<file path="src/rtl/sermul_pkg.sv">
package sermul_pkg;

    typedef enum logic [1:0] {
        PH_IDLE  = 2'd0,
        PH_LOAD  = 2'd1,
        PH_FRAME = 2'd2,
        PH_DRAIN = 2'd3
    } phase_e;

    typedef struct packed {
        logic digit;
        logic carry;
    } fa_t;

    function automatic fa_t full_add(input logic x, input logic y, input logic ci);
        fa_t r;
        r.digit = x ^ y ^ ci;
        r.carry = (x & y) | (x & ci) | (y & ci);
        return r;
    endfunction

endpackage

</file>
<file path="src/rtl/sermul_seq.sv">
module sermul_seq
    import sermul_pkg::*;
#(
    parameter int W = 32
) (
    input  logic            clk,
    input  logic            rst,
    input  logic            start,
    output phase_e          phase,
    output logic [$clog2(W)-1:0] pulse,
    output logic            odd,
    output logic [$clog2(W)-1:0] didx,
    output logic            accept,
    output logic            frame_last
);
    localparam int PB = $clog2(W);
    localparam logic [PB-1:0] LAST = PB'(W - 1);

    assign accept     = (phase == PH_IDLE) && start;
    assign frame_last = (pulse == LAST) && !odd;

    always_ff @(posedge clk) begin
        if (rst) begin
            phase <= PH_IDLE;
            pulse <= '0;
            odd   <= 1'b0;
            didx  <= '0;
        end else begin
            unique case (phase)
                PH_IDLE: begin
                    if (start) begin
                        phase <= PH_LOAD;
                        pulse <= '0;
                    end
                end
                PH_LOAD: begin
                    if (pulse == LAST) begin
                        phase <= PH_FRAME;
                        pulse <= '0;
                        odd   <= 1'b1;
                        didx  <= '0;
                    end else begin
                        pulse <= pulse + 1'b1;
                    end
                end
                PH_FRAME: begin
                    if (pulse == LAST) begin
                        pulse <= '0;
                        odd   <= ~odd;
                        if (!odd) begin
                            if (didx == LAST) phase <= PH_DRAIN;
                            else              didx  <= didx + 1'b1;
                        end
                    end else begin
                        pulse <= pulse + 1'b1;
                    end
                end
                PH_DRAIN: begin
                    if (pulse == LAST) begin
                        pulse <= '0;
                        odd   <= ~odd;
                        if (!odd) phase <= PH_IDLE;
                    end else begin
                        pulse <= pulse + 1'b1;
                    end
                end
                default: phase <= PH_IDLE;
            endcase
        end
    end

    // the phase flag flips at every half-frame boundary while multiplying

    odd_alternates_chk: assert property (@(posedge clk) disable iff (rst)
        (phase == PH_FRAME && pulse == LAST) |=> (odd != $past(odd)));

endmodule

</file>
<file path="src/rtl/sermul_addend.sv">
module sermul_addend #(
    parameter int W = 32
) (
    input  logic                 clk,
    input  logic                 rst,
    input  logic                 in_frame,
    input  logic [W-1:0]         mc,
    input  logic                 mbit,
    input  logic                 neg,
    input  logic [$clog2(W):0]   pos,
    input  logic [$clog2(W)-1:0] didx,
    output logic                 addend
);
    localparam int PB = $clog2(W);
    localparam logic [PB:0] POS_END = (PB+1)'(2 * W - 1);

    logic [PB:0] rel;
    logic        below;
    logic        genuine;
    logic        widened;
    logic        raw;
    logic        seen_q;

    always_comb begin
        rel     = pos - {1'b0, didx};
        below   = pos < {1'b0, didx};
        genuine = int'(rel) < W;
        if (below)        widened = 1'b0;
        else if (genuine) widened = mc[rel[PB-1:0]];
        else              widened = mc[W-1];
        raw    = mbit & widened;
        addend = (neg && seen_q) ? ~raw : raw;
    end

    always_ff @(posedge clk) begin
        if (rst || !in_frame || pos == POS_END) seen_q <= 1'b0;
        else                                   seen_q <= seen_q | raw;
    end


    zero_digit_adds_nothing_chk: assert property (@(posedge clk) disable iff (rst)
        (in_frame && !mbit) |-> !addend);

endmodule

</file>
<file path="src/rtl/sermul_acc.sv">
module sermul_acc
    import sermul_pkg::*;
#(
    parameter int W = 32
) (
    input  logic clk,
    input  logic rst,
    input  logic clear,
    input  logic add_en,
    input  logic rotate,
    input  logic addend,
    input  logic frame_last,
    output logic lsb
);
    localparam int PW = 2 * W;

    logic [PW-1:0] ps;
    logic          carry_q;
    fa_t           fa;

    assign fa  = full_add(ps[0], addend, carry_q);
    assign lsb = ps[0];

    always_ff @(posedge clk) begin
        if (rst || clear) begin
            ps      <= '0;
            carry_q <= 1'b0;
        end else if (add_en) begin
            ps      <= {fa.digit, ps[PW-1:1]};
            carry_q <= frame_last ? 1'b0 : fa.carry;
        end else if (rotate) begin
            ps      <= {ps[0], ps[PW-1:1]};
            carry_q <= 1'b0;
        end
    end


    no_wrap_carry_chk: assert property (@(posedge clk) disable iff (rst)
        (add_en && frame_last) |=> !carry_q);

endmodule

</file>
<file path="src/rtl/sermul_mac.sv">
module sermul_mac
    import sermul_pkg::*;
#(
    parameter int W = 32
) (
    input  logic         clk,
    input  logic         rst,
    input  logic         start,
    input  logic         subtract,
    input  logic [W-1:0] mplier,
    input  logic         mcand_bit,
    output logic         prod_bit,
    output logic         prod_valid,
    output logic         done
);
    localparam int PB = $clog2(W);

    phase_e        phase;
    logic [PB-1:0] pulse;
    logic [PB-1:0] didx;
    logic          odd;
    logic          accept;
    logic          frame_last;
    logic [W-1:0]  mc_q;
    logic [W-1:0]  mplier_q;
    logic          sub_q;
    logic          addend;
    logic          lsb;
    logic          in_frame;
    logic          neg;
    logic [PB:0]   pos;

    sermul_seq #(.W(W)) u_seq (
        .clk(clk), .rst(rst), .start(start), .phase(phase), .pulse(pulse),
        .odd(odd), .didx(didx), .accept(accept), .frame_last(frame_last)
    );

    always_ff @(posedge clk) begin
        if (rst) begin
            mc_q     <= '0;
            mplier_q <= '0;
            sub_q    <= 1'b0;
        end else begin
            if (accept) begin
                mplier_q <= mplier;
                sub_q    <= subtract;
            end
            if (phase == PH_LOAD) mc_q <= {mcand_bit, mc_q[W-1:1]};
        end
    end

    assign in_frame = (phase == PH_FRAME);
    assign pos      = {~odd, pulse};
    assign neg      = sub_q ^ (didx == PB'(W - 1));

    sermul_addend #(.W(W)) u_addend (
        .clk(clk), .rst(rst), .in_frame(in_frame), .mc(mc_q),
        .mbit(mplier_q[didx]), .neg(neg), .pos(pos), .didx(didx), .addend(addend)
    );

    sermul_acc #(.W(W)) u_acc (
        .clk(clk), .rst(rst), .clear(accept), .add_en(in_frame),
        .rotate(phase == PH_DRAIN), .addend(addend), .frame_last(frame_last), .lsb(lsb)
    );

    assign prod_valid = (phase == PH_DRAIN);
    assign prod_bit   = prod_valid & lsb;
    assign done       = prod_valid & frame_last;


    done_single_chk: assert property (@(posedge clk) disable iff (rst)
        done |=> !done);


    busy_start_ignored_chk: assert property (@(posedge clk) disable iff (rst)
        (phase != PH_IDLE && start) |=> ($stable(mplier_q) && $stable(sub_q)));


    done_with_valid_chk: assert property (@(posedge clk) disable iff (rst)
        done |-> prod_valid);

endmodule

</file>
<file path="config.mk">
export PLATFORM = sky130hd
export DESIGN_NAME = sermul_mac
export DESIGN_NICKNAME = d
export VERILOG_FILES = /design/src/rtl/sermul_pkg.sv /design/src/rtl/sermul_seq.sv /design/src/rtl/sermul_addend.sv /design/src/rtl/sermul_acc.sv /design/src/rtl/sermul_mac.sv
export SDC_FILE = /design/constraint.sdc
export NUM_CORES = 1
export LEC_CHECK = 0
export ABC_AREA = 1
export BUFFER_PORTS_ARGS = -buffer_cell sky130_fd_sc_hd__buf_2
export CAP_MARGIN = 0
export CELL_PAD_IN_SITES_DETAIL_PLACEMENT = 0
export CELL_PAD_IN_SITES_GLOBAL_PLACEMENT = 2
export CORE_MARGIN = 5
export CORE_UTILIZATION = 37
export CTS_CLUSTER_SIZE = 24
export DETAILED_ROUTE_END_ITERATION = 12
export PLACE_DENSITY_LB_ADDON = 0.1
export REMOVE_ABC_BUFFERS = 1
export SLEW_MARGIN = 20
export SYNTH_ARGS = -nofsm -noshare
export SYNTH_HDL_FRONTEND = slang
export SYNTH_HIERARCHICAL = 1
export SYNTH_SLANG_ARGS = --single-unit
</file>
<file path="constraint.sdc">
create_clock -name clk -period 4.9 [get_ports clk]
set_clock_uncertainty 0.05 [all_clocks]
set_input_delay 0.98 -clock clk [delete_from_list [all_inputs] [get_ports clk]]
set_output_delay 0.98 -clock clk [all_outputs]
set_load 0.05 [all_outputs]
</file>
### After elaboration in Yosys (flattened, before gate mapping)

Cells that the tools add are included.

| operators by class | value |
|---|---|
| reductions and logical operators | 17 |
| bitwise gates (word level) | 14 |
| multiplexer cells | 31 |
| eq/ne operators | 15 |
| order comparisons | 4 |
| add/subtract/negate cells | 3 |

Operators with widths:

| kind | number |
|---|---|
| $mux W64 | 2 |
| $mux W5 | 6 |
| $pmux W5 S2 | 2 |
| $mux W2 | 7 |
| $lt A5 B6 Y1 const B | 2 |
| $ne A2 B2 Y1 const B | 6 |
| $add A5 B1 Y5 const B | 2 |
| $bmux W1 S5 | 2 |
| $eq A5 B5 Y1 const B | 2 |
| $mux W1 | 10 |
| $pmux W2 S4 | 1 |
| $reduce_and A7 Y1 | 1 |
| $and A1 B1 Y1 | 6 |
| $eq A6 B6 Y1 const B | 1 |
| $lt A6 B5 Y1 | 1 |
| $lt A6 B6 Y1 const B | 1 |
| $ne A2 B1 Y1 const B | 3 |
| $reduce_bool A2 Y1 | 3 |
| $sub A6 B5 Y6 | 1 |
| $reduce_and A5 Y1 | 1 |
| $eq A2 B2 Y1 const B | 2 |
| $logic_and A1 B1 Y1 | 3 |
| $logic_or A1 B1 Y1 | 3 |
| $or A1 B1 Y1 | 3 |
| 9 further kinds | 13 |

| storage, ports and cells | value |
|---|---|
| logic and storage cells | 94 |
| input bits | 37 |
| register bits | 144 |
| output and inout port bits | 3 |

### Longest topological paths before layout

Gate-level depths: netlist of the first run.

| depth | value |
|---|---|
| depth after elaboration | 14 |
| depth in mapped cells | 25 |
| mapped depth without buffers | 24 |

### Hierarchy

The synthesis of the first run kept the hierarchy.

By module, submodules not included:

| module | times used | cells each | area an instance (µm²) |
|---|---|---|---|
| sermul_mac | 1 | 380 | 2706.3 |
| sermul_acc | 1 | 295 | 2339.7 |
| sermul_seq | 1 | 121 | 838.3 |
| sermul_addend | 1 | 132 | 733.2 |

### Worst setup path before layout of the first run

Ideal clock, no wire load.

| timing | value |
|---|---|
| path type | reg2reg |
| start | reg u_seq.pulse[0] |
| end | reg u_acc.ps[63] |
| buffers on the path | 1 |
| data arrival time | 2.798 ns |
| period minus slack after synthesis | 2.960 ns |
| stages on the path, launching flop included | 24 |
| required time | 4.738 ns |
| setup slack | 1.940 ns |
| cell sequence | dfxtp_1 inv_1 ha_1 inv_1 fa_1 clkbuf_8 inv_1 nand3_1 nand2_1 nand2_1 nand3_1 nand3_1 nand2_1 nand2_2 nand2_2 nand2_1 nand2_1 inv_1 fa_1 inv_1 nand2_1 nand2_1 nor2_1 nor2_1 |

| between the ends | value |
|---|---|
| word-level cells in the longest chain between the ends | 11 |

Ends and longest elaborated chain:

| element | line | RTL |
|---|---|---|
| from (decl) | sermul_seq.sv:10 | `output logic [$clog2(W)-1:0] pulse,` |
| from (signal assigned) | sermul_seq.sv:43 | `pulse <= pulse + 1'b1;` |
| from (signal assigned) | sermul_seq.sv:55 | `pulse <= pulse + 1'b1;` |
| from (signal assigned) | sermul_seq.sv:64 | `pulse <= pulse + 1'b1;` |
| $sub A6 B5 Y6 | sermul_addend.sv:25 | `rel = pos - {1'b0, didx};` |
| $bmux W1 S5 | sermul_addend.sv:29 | `else if (genuine) widened = mc[rel[PB-1:0]];` |
| $mux W1 (not written as such) | sermul_addend.sv:29 |  |
| $mux W1 | sermul_addend.sv:29 |  |
| $mux W1 (*) | sermul_addend.sv:28 | `if (below) widened = 1'b0;` |
| $and A1 B1 Y1 (*) | sermul_addend.sv:31 | `raw = mbit & widened;` |
| $not A1 Y1 | sermul_addend.sv:32 | `addend = (neg && seen_q) ? ~raw : raw;` |
| $mux W1 (*) | sermul_addend.sv:32 |  |
| net addend | sermul_mac.sv:27 | `logic addend;` |
| $xor A1 B1 Y1 (*) (2 in series) | sermul_pkg.sv:17 | `r.digit = x ^ y ^ ci;` |
| $mux W64 (*) | sermul_acc.sv:28 | `end else if (add_en) begin` |
| to (signal assigned) | sermul_acc.sv:29 | `ps <= {fa.digit, ps[PW-1:1]};` |
| to (signal assigned) | sermul_acc.sv:32 | `ps <= {ps[0], ps[PW-1:1]};` |
| to (decl) | sermul_acc.sv:17 | `logic [PW-1:0] ps;` |

Mark *: on every way through the listed nets, which the timed path passes. The rest lies on a longest branch. The select of a mux whose other input is x is not followed.
A chain may end at the register's enable or synchronous reset.

### Final worst setup path of the first run

| timing | value |
|---|---|
| start | reg u_seq.didx[1] |
| end | reg u_acc.ps[63] |

| between the ends | value |
|---|---|
| word-level cells in the longest chain between the ends | 11 |

Ends and longest elaborated chain:

| element | line | RTL |
|---|---|---|
| from (decl) | sermul_seq.sv:12 | `output logic [$clog2(W)-1:0] didx,` |
| from (signal assigned) | sermul_seq.sv:52 | `else didx <= didx + 1'b1;` |
| $sub A6 B5 Y6 | sermul_addend.sv:25 |  |
| $bmux W1 S5 | sermul_addend.sv:29 |  |
| $mux W1 (not written as such) | sermul_addend.sv:29 |  |
| $mux W1 | sermul_addend.sv:29 |  |
| $mux W1 | sermul_addend.sv:28 |  |
| $and A1 B1 Y1 | sermul_addend.sv:31 |  |
| $not A1 Y1 | sermul_addend.sv:32 |  |
| $mux W1 (*) | sermul_addend.sv:32 |  |
| net addend | sermul_mac.sv:27 |  |
| $xor A1 B1 Y1 (*) (2 in series) | sermul_pkg.sv:17 |  |
| $mux W64 (*) | sermul_acc.sv:28 |  |

Marked as above.

==> impl_metrics.ini, run 1 <==
[yosys]
synth.distinct_cells = 38
synth_warnings = 6
mappedNetlistArea_sq_mm = 0.00662
asyncSetResetFlopFracSynth_pct = 0
post_synth_fa_ha_maj_area_fraction_pct = 3.25
share_of_the_synthesized_area_in_compound_gates_ao_oa_aoi_oai_pct = 12.9
synth_top_family_by_area = simple AND/OR/NAND/NOR gates
syn_area_per_cell_sq_um = 7.13
postSynth.topFlopCell = sky130_fd_sc_hd__dfxtp_1
synth-simple-area-share_pct = 29.9
syn-instance-count = 928
post_synthesis_xor_xnor_area_fraction_pct = 0.510
synth_seq_area_share_pct = 43.6
proportion_of_synthesized_area_in_mux_cells_pct = 0
synth_edf_count = 0
postSynthRegisterBits = 144

[critical_path]
critPathArrivalTime_ns = 3.82
timing.critical_path.to_type = register
timing.reg2reg.worst_path_depth = 19
startpoint_type_of_the_worst_setup_path = register
cp.required_ns = 5.17
critPathKind = register to register
cp_max_fanout = 15

[global_routing]
antenna_found_initial = 0
grt_pass1_wl_mm = 24.6
groute.usage.overall_pct = 14.6
global_route.overflow_total = 0
vias_in_the_first_global_route = 5333
grt_start_max_net_pins = 75

[drt]
routed-via-count = 5518
drt_first_iter_violations = 228
wirelength_mm = 14.1
drtAntennaViolNets = 0
first_pass_iters = 4
viasPerCell = 4.67
detail_route.wl_per_cell_um = 11.9
drc = 0

[clock_network]
cts_resized = 0
clkSinkCount = 144
worst_skew_pair.late_latency_ns = 0.43
postCtsHoldBufs = 0
post_cts.repair.setup_buffers = 0
number_of_buffers_inserted_during_clock_tree_synthesis = 17
number_of_h_tree_branching_levels = 4
path_clk_slew_ns = 0.06
cts_root_buf = sky130_fd_sc_hd__clkbuf_16
cts_tree = done
cts-root-to-sink-buffers = 2

[sta]
final_max_slew_viol_count = 0
setup-tns-final_ns = 0
timing.fmax_ghz = 0.282
grt_setup_unrepaired = no
setup_viol = 0
timing.slew.headroom_pct = 32.2
layout_min_cycle_time_ns = 3.55
timing.final.hold_violations = 0
final_critical_path_setup_slack_ns = 1.35
fin_hold_ws_ns = 0.414
fin_crit_sh_pct = 72.4
worst_slew_pin_slew_ns = 1.02

[power]
power.switching_fraction_pct = 34.4
cell_pwr_density_mw_per_mm2 = 529
leakagePower_nw = 2.99
intPower_mw = 2.57
clock_power_share_pct = 34.9
peakVddDrop_v = 0.000364
sequentialPowerShare_pct = 39.6
netSwitchingPower_mw = 1.35
total_power_mw = 3.92
comb_power_share_pct = 25.4

[place]
dp_hpwl_mm = 9.16
detailedPlace.worstSlack_ns = 1.33
portBuffers = 39
place_inst = 1151
gpl.final_weighted_congestion = 0.805
placed_cell_area_sq_mm = 0.00680

[layout]
multi_input_area_sq_mm = 0.00309
n_fill_cell = 1894
fin_util_pct = 41.7
layout.area.seq_sq_mm = 0.00288
final_cell_mix = 223 x sky130_fd_sc_hd__nand2_1, 180 x sky130_fd_sc_hd__nor2_1, 144 x sky130_fd_sc_hd__dfxtp_1, 75 x sky130_fd_sc_hd__inv_1, 54 x sky130_fd_sc_hd__a21oi_1
layout_commonest_cell = sky130_fd_sc_hd__nand2_1
area_added_between_synthesis_and_finish_pct = 12.1
insertedDiodeCount = 0
final_layout_size_suffix_gt1_share_pct = 10.8
fin_cells = 1182
final_cell_area_sq_mm = 0.00742
num-nets-final = 994

[floorplanning]
die_y_um = 144
placement_rows = 49
die-area_sq_mm = 0.0207
io_pins = 40
core_area_sq_mm = 0.0178
initial_core_util_pct = 37.2
chipWidth_um = 144

[hold_path]
worstHoldPathType = register to register
cell_count_of_the_worst_hold_path = 2

[status]
outcome = complete, no violations

[job]
maxCapViolCount = 0
## registers in the layout, indices dropped and copies added, names as in the netlist
register and count:
u_addend/seen_q 1, u_seq/didx 5, u_seq/phase 2, u_seq/pulse 5
mplier_q 32, u_seq/odd 1, sub_q 1, u_acc/carry_q 1
mc_q 32, u_acc/ps 64
## final timing paths
check	from	endpoint	slack, ns
setup / recovery	u_seq/didx[1]	u_acc/ps[63]	1.35
setup reg to reg	u_seq/didx[1]	u_acc/ps[63]	1.35
hold reg to reg	mplier_q[16]	mplier_q[16]	0.41
hold / removal	mplier_q[16]	mplier_q[16]	0.41
## cell families after synthesis
family | count (synthesis)
AOI/OAI and AO/OA | 153
adders and majority gates | 16
and+or+nand+nor | 483
DFF | 144
buffers and inverters | 129
xor gates and xnor gates | 3
## critical path: stages (launching register included)
cell and delay [ns]:
sky130_fd_sc_hd__dfxtp_1 0.68, sky130_fd_sc_hd__inv_1 0.19, sky130_fd_sc_hd__fa_1 0.78, sky130_fd_sc_hd__inv_1 0.23, sky130_fd_sc_hd__nand3_1 0.13, sky130_fd_sc_hd__nand2_1 0.06
sky130_fd_sc_hd__nand2_1 0.05, sky130_fd_sc_hd__nand3_1 0.07, sky130_fd_sc_hd__nand3b_1 0.09, sky130_fd_sc_hd__nand2_1 0.07, sky130_fd_sc_hd__nand2_2 0.07, sky130_fd_sc_hd__nand3_1 0.07
sky130_fd_sc_hd__nand2_1 0.07, sky130_fd_sc_hd__inv_1 0.05, sky130_fd_sc_hd__fa_1 0.52, sky130_fd_sc_hd__inv_1 0.04, sky130_fd_sc_hd__nand2_1 0.05, sky130_fd_sc_hd__nand2_1 0.05
sky130_fd_sc_hd__nor2_1 0.08, sky130_fd_sc_hd__nor2_1 0.05
## layout make-up
| type | count | share of cell area (%) |
|---|---|---|
| inverters | 79 | 4.17 |
| clock inverters | 14 | 2.62 |
| repair buffers | 44 | 3.14 |
| flip-flops and latches | 144 | 38.9 |
| clock buffers | 17 | 5.74 |
| multi-input cells | 655 | 41.6 |
| well taps | 229 | 3.86 |
## power by group through the flow
stage / logic [mW] / registers, mW / clock network (mW)
6_report: 0.997 / 1.55 / 1.37
5_1_grt: 1.17 / 1.59 / 1.47
4_1_cts: 1.02 / 1.56 / 1.42
3_5_place_dp: 1.01 / 1.58 / 0
3_3_place_gp: 1.00 / 1.57 / 0
2_1_floorplan: 0.774 / 1.54 / 0
## synth_stat cells, types with 4 or more instances
library cell,count,area [sq um]
sky130_fd_sc_hd__nor3_1,4,20.0
sky130_fd_sc_hd__o21ai_1,18,90.1
sky130_fd_sc_hd__a211oi_1,23,173
sky130_fd_sc_hd__nand2_2,8,50.1
sky130_fd_sc_hd__nand3_1,51,255
sky130_fd_sc_hd__nor2_1,181,679
sky130_fd_sc_hd__buf_6,11,124
sky130_fd_sc_hd__ha_1,14,175
sky130_fd_sc_hd__dfxtp_1,144,2880
sky130_fd_sc_hd__o21ai_0,50,250
sky130_fd_sc_hd__buf_4,6,45.0
sky130_fd_sc_hd__a21oi_1,54,270
sky130_fd_sc_hd__clkbuf_1,9,33.8
sky130_fd_sc_hd__nand2_1,223,837
sky130_fd_sc_hd__inv_1,75,282
sky130_fd_sc_hd__buf_2,17,85.1
## metal layers
layer	track usage, %	wire (um)
met1	18.6	6980
met2	24.1	6540
met3	4.03	481
met4	4.46	114
met5	0	0
Note: power is estimated with default switching activity, not from simulation.
==> run 2, diff against run 1 <==
--- a/config.mk
+++ b/config.mk
@@ -5,13 +5,13 @@
 export SDC_FILE = /design/constraint.sdc
 export NUM_CORES = 1
 export LEC_CHECK = 0
-export ABC_AREA = 1
+export ABC_AREA = 0
 export BUFFER_PORTS_ARGS = -buffer_cell sky130_fd_sc_hd__buf_2
 export CAP_MARGIN = 0
 export CELL_PAD_IN_SITES_DETAIL_PLACEMENT = 0
 export CELL_PAD_IN_SITES_GLOBAL_PLACEMENT = 2
 export CORE_MARGIN = 5
-export CORE_UTILIZATION = 37
+export CORE_UTILIZATION = 38
 export CTS_CLUSTER_SIZE = 24
 export DETAILED_ROUTE_END_ITERATION = 12
 export PLACE_DENSITY_LB_ADDON = 0.1
==> constraint.sdc (replaced) <==
create_clock -name clk -period 3.59 [get_ports clk]
set_clock_uncertainty 0.05 [all_clocks]
set_input_delay 0.718 -clock clk [delete_from_list [all_inputs] [get_ports clk]]
set_output_delay 0.718 -clock clk [all_outputs]
set_load 0.05 [all_outputs]
==> run 2 against run 1 <==
Net effect: register-to-register slack worse by 1.2 ns; highest routed layer unchanged; global-route usage fell by 0.14 points; hold slack lost 0.016 ns; design area increased by 3.5%; sequential power grew 13%; synthesized area up 1.4%.
==> impl_metrics.ini, run 2 <==
[yosys]
asyncSetResetFlopFracSynth_pct = 0
syn-instance-count = 732
share_of_the_synthesized_area_in_compound_gates_ao_oa_aoi_oai_pct = 16.5
synth.distinct_cells = 60
syn_area_per_cell_sq_um = 9.16
synth_seq_area_share_pct = 43.0
synthTopCellsByArea = sky130_fd_sc_hd__dfxtp_1 43%, sky130_fd_sc_hd__or3b_1 8.5%, sky130_fd_sc_hd__a21oi_1 8.0%
synth_edf_count = 0
yosysTopAreaCellShare_pct = 43.0
synth_top_family_by_area = simple AND/OR/NAND/NOR gates
synth_largest_area_cell = sky130_fd_sc_hd__dfxtp_1
post-synth-top-count-cell = sky130_fd_sc_hd__dfxtp_1
synth-simple-area-share_pct = 19.9
post_synth_fa_ha_maj_area_fraction_pct = 3.21
proportion_of_synthesized_area_in_mux_cells_pct = 11.5
mappedNetlistArea_sq_mm = 0.00671
post_synthesis_xor_xnor_area_fraction_pct = 0.783
postSynthRegisterBits = 144
synth_warnings = 6
synthTopCellsByCount = 144 x sky130_fd_sc_hd__dfxtp_1, 107 x sky130_fd_sc_hd__a21oi_1, 78 x sky130_fd_sc_hd__nand2_1
postSynth.topFlopCell = sky130_fd_sc_hd__dfxtp_1

[power]
total_power_mw = 4.30
leakagePower_nw = 2.69
cell_pwr_density_mw_per_mm2 = 560
sequentialPowerShare_pct = 40.8
netSwitchingPower_mw = 1.22
intPower_mw = 3.08
clock_power_share_pct = 42.2
power.switching_fraction_pct = 28.3
comb_power_share_pct = 17.0
peakVddDrop_v = 0.000388

[critical_path]
worst_path_cell_trace = inv_2 > ha_4 > inv_2 > fa_2 > mux4_2 > nand2_2 > a211o_1 > a22oi_2 > a31o_1 > o21ai_2 > xor2_1 > inv_1 > fa_2 > a211oi_1 > o21a_1
cpPeakStageDelay_ns = 0.67
timing.critical_path.from = u_seq/pulse[0]
timing.critical_path.to_type = register
crit-reg2reg-launch = u_seq/pulse[0]
timing.reg2reg.worst_path_depth = 15
startpoint_type_of_the_worst_setup_path = register
critPathArrivalTime_ns = 3.71
cp_num_buf_inv = 3
timing.critical_path.slowest_stage_cell = sky130_fd_sc_hd__fa_2
rrSetupSlack_ns = 0.19
critPathKind = register to register
family_of_cells_with_the_greatest_summed_delay_on_the_critical_path = adder cells
cp.required_ns = 3.90
cp_max_fanout = 8
reg2reg_to = u_acc/ps[63]

[sta]
timing.final.hold_violations = 0
fin_crit_sh_pct = 94.7
worst_slew_pin_slew_ns = 0.818
setup-tns-final_ns = 0
setup_viol = 0
fin_hold_ws_ns = 0.398
final_max_slew_viol_count = 0
grt_setup_unrepaired = yes
timing.slew.headroom_pct = 45.5
timing.fmax_ghz = 0.294
layout_min_cycle_time_ns = 3.40

[clock_network]
post_cts.repair.setup_buffers = 0
cts-root-to-sink-buffers = 2
postCtsHoldBufs = 0
clkSinkCount = 144
worst_skew_pair.late_latency_ns = 0.42
cts_tree = done
cts_resized = 0
number_of_buffers_inserted_during_clock_tree_synthesis = 17
number_of_h_tree_branching_levels = 4
path_clk_slew_ns = 0.06
cts_root_buf = sky130_fd_sc_hd__clkbuf_16

[drt]
drc = 0
viasPerCell = 5.18
first_pass_iters = 4
routed-via-count = 5097
drtAntennaViolNets = 0
wirelength_mm = 14.0
drt_first_iter_violations = 263
detail_route.wl_per_cell_um = 14.2

[layout]
layout_commonest_cell = sky130_fd_sc_hd__dfxtp_1
num-nets-final = 799
top_register = u_acc/ps
area_added_between_synthesis_and_finish_pct = 14.4
largestRegisters = u_acc/ps x64, mc_q x32, mplier_q x32
final_cell_mix = 142 x sky130_fd_sc_hd__dfxtp_1, 107 x sky130_fd_sc_hd__a21oi_1, 77 x sky130_fd_sc_hd__nand2_1, 69 x sky130_fd_sc_hd__o21ai_0, 65 x sky130_fd_sc_hd__or3b_1
fin_cells = 984
final_layout_size_suffix_gt1_share_pct = 16.3
largest_register_ff_count = 64
insertedDiodeCount = 0

[hold_path]
min_delay_worst_endpoint = u_addend/seen_q
worstHoldPathType = register to register
hp-start = u_addend/seen_q
cell_count_of_the_worst_hold_path = 2

[place]
place_inst = 952
dp_hpwl_mm = 8.55
portBuffers = 39
gpl.final_weighted_congestion = 0.766

[floorplanning]
placement_rows = 48
chipWidth_um = 143
io_pins = 40
die-area_sq_mm = 0.0204
initial_core_util_pct = 38.8
die_y_um = 143
core_area_sq_mm = 0.0173

[job]
maxCapViolCount = 0

[status]
outcome = complete, no violations

[global_routing]
grt_start_max_net_pins = 126
groute.usage.overall_pct = 14.5
grt_pass1_wl_mm = 24.2
global_route.overflow_total = 0
vias_in_the_first_global_route = 5040
antenna_found_initial = 0
[run 2: changes by cell type in the layout (fill, tap and decap cells not counted), moves of 18 or more]
cell | previous run | this run
sky130_fd_sc_hd__o21ai_0 | 50 | 69
sky130_fd_sc_hd__mux2i_1 | 0 | 41
sky130_fd_sc_hd__inv_1 | 75 | 15
sky130_fd_sc_hd__nand3_1 | 51 | 6
sky130_fd_sc_hd__a21oi_1 | 54 | 107
sky130_fd_sc_hd__nor2_1 | 180 | 43
sky130_fd_sc_hd__or3b_1 | 0 | 65
sky130_fd_sc_hd__a211oi_1 | 23 | 2
sky130_fd_sc_hd__o21ai_1 | 18 | 0
sky130_fd_sc_hd__nand2_1 | 223 | 77
[run 2: layer usage]
layer	up-vias	track usage (%)	routed length, um
met3	24	3.62	440
met5	-	0	0
met1	2400	18.3	6630
met2	57	23.6	6630
li1	2616	-	-
met4	0	5.90	265
[run 2: layout make-up]
cell class / count / area [sq um]
fillers: 1712 / 9620
multi-input cells: 511 / 3510
flip-flops and latches: 144 / 2890
clock buffers: 19 / 443
repair buffers: 55 / 328
well taps: 225 / 282
clock inverters: 13 / 160
inverters: 17 / 63.8
[run 2: tightest hold or removal path, stage by stage, from the launching register on]
cell	delay, ns
sky130_fd_sc_hd__dfxtp_1	0.31
sky130_fd_sc_hd__inv_1	0.05
sky130_fd_sc_hd__a21oi_1	0.05
[run 2: power groups by stage]
stage / clock network (mW) / registers, mW / logic, mW
final: 1.81 / 1.75 / 0.732
after floorplan: 0 / 1.77 / 0.506
after global placement: 0 / 1.79 / 0.717
after global routing: 1.94 / 1.77 / 0.822
after detailed placement: 0 / 1.79 / 0.734
after CTS: 1.87 / 1.75 / 0.735
[run 2: cell families (layout without fill, tap and decap cells)]
kind of cell / Yosys count / in the layout
xor gates and xnor gates: 6 / 6
AOI/OAI and AO/OA: 201 / 201
muxes: 56 / 56
buffers and inverters: 77 / 104
and+or+nand+nor: 232 / 232
DFF: 144 / 144
adders and majority gates: 16 / 16
[run 2: worst max path at each step]
stage | endpoint | slack (ns) | cells after the start
after floorplan | u_addend/seen_q | -0.77 | 3
after global placement | u_acc/carry_q | 0.1 | 15
after detailed placement | u_acc/carry_q | 0.05 | 15
after CTS | u_acc/carry_q | 0.004 | 15
after global routing | u_acc/carry_q | -0.003 | 15
final | u_acc/ps[63] | 0.19 | 15
[run 2: through the flow]
stage / area, sq um / utilization [%] / setup WS [ns]
2_1_floorplan: 6420 / - / -0.773
3_3_place_gp: 7050 / 40.7 / 0.0961
3_5_place_dp: 7050 / 40.7 / 0.0548
4_1_cts: 7650 / 44.2 / 0.00377
5_1_grt: 7680 / 44.4 / -0.00321
6_report: 7680 / 44.4 / 0.191
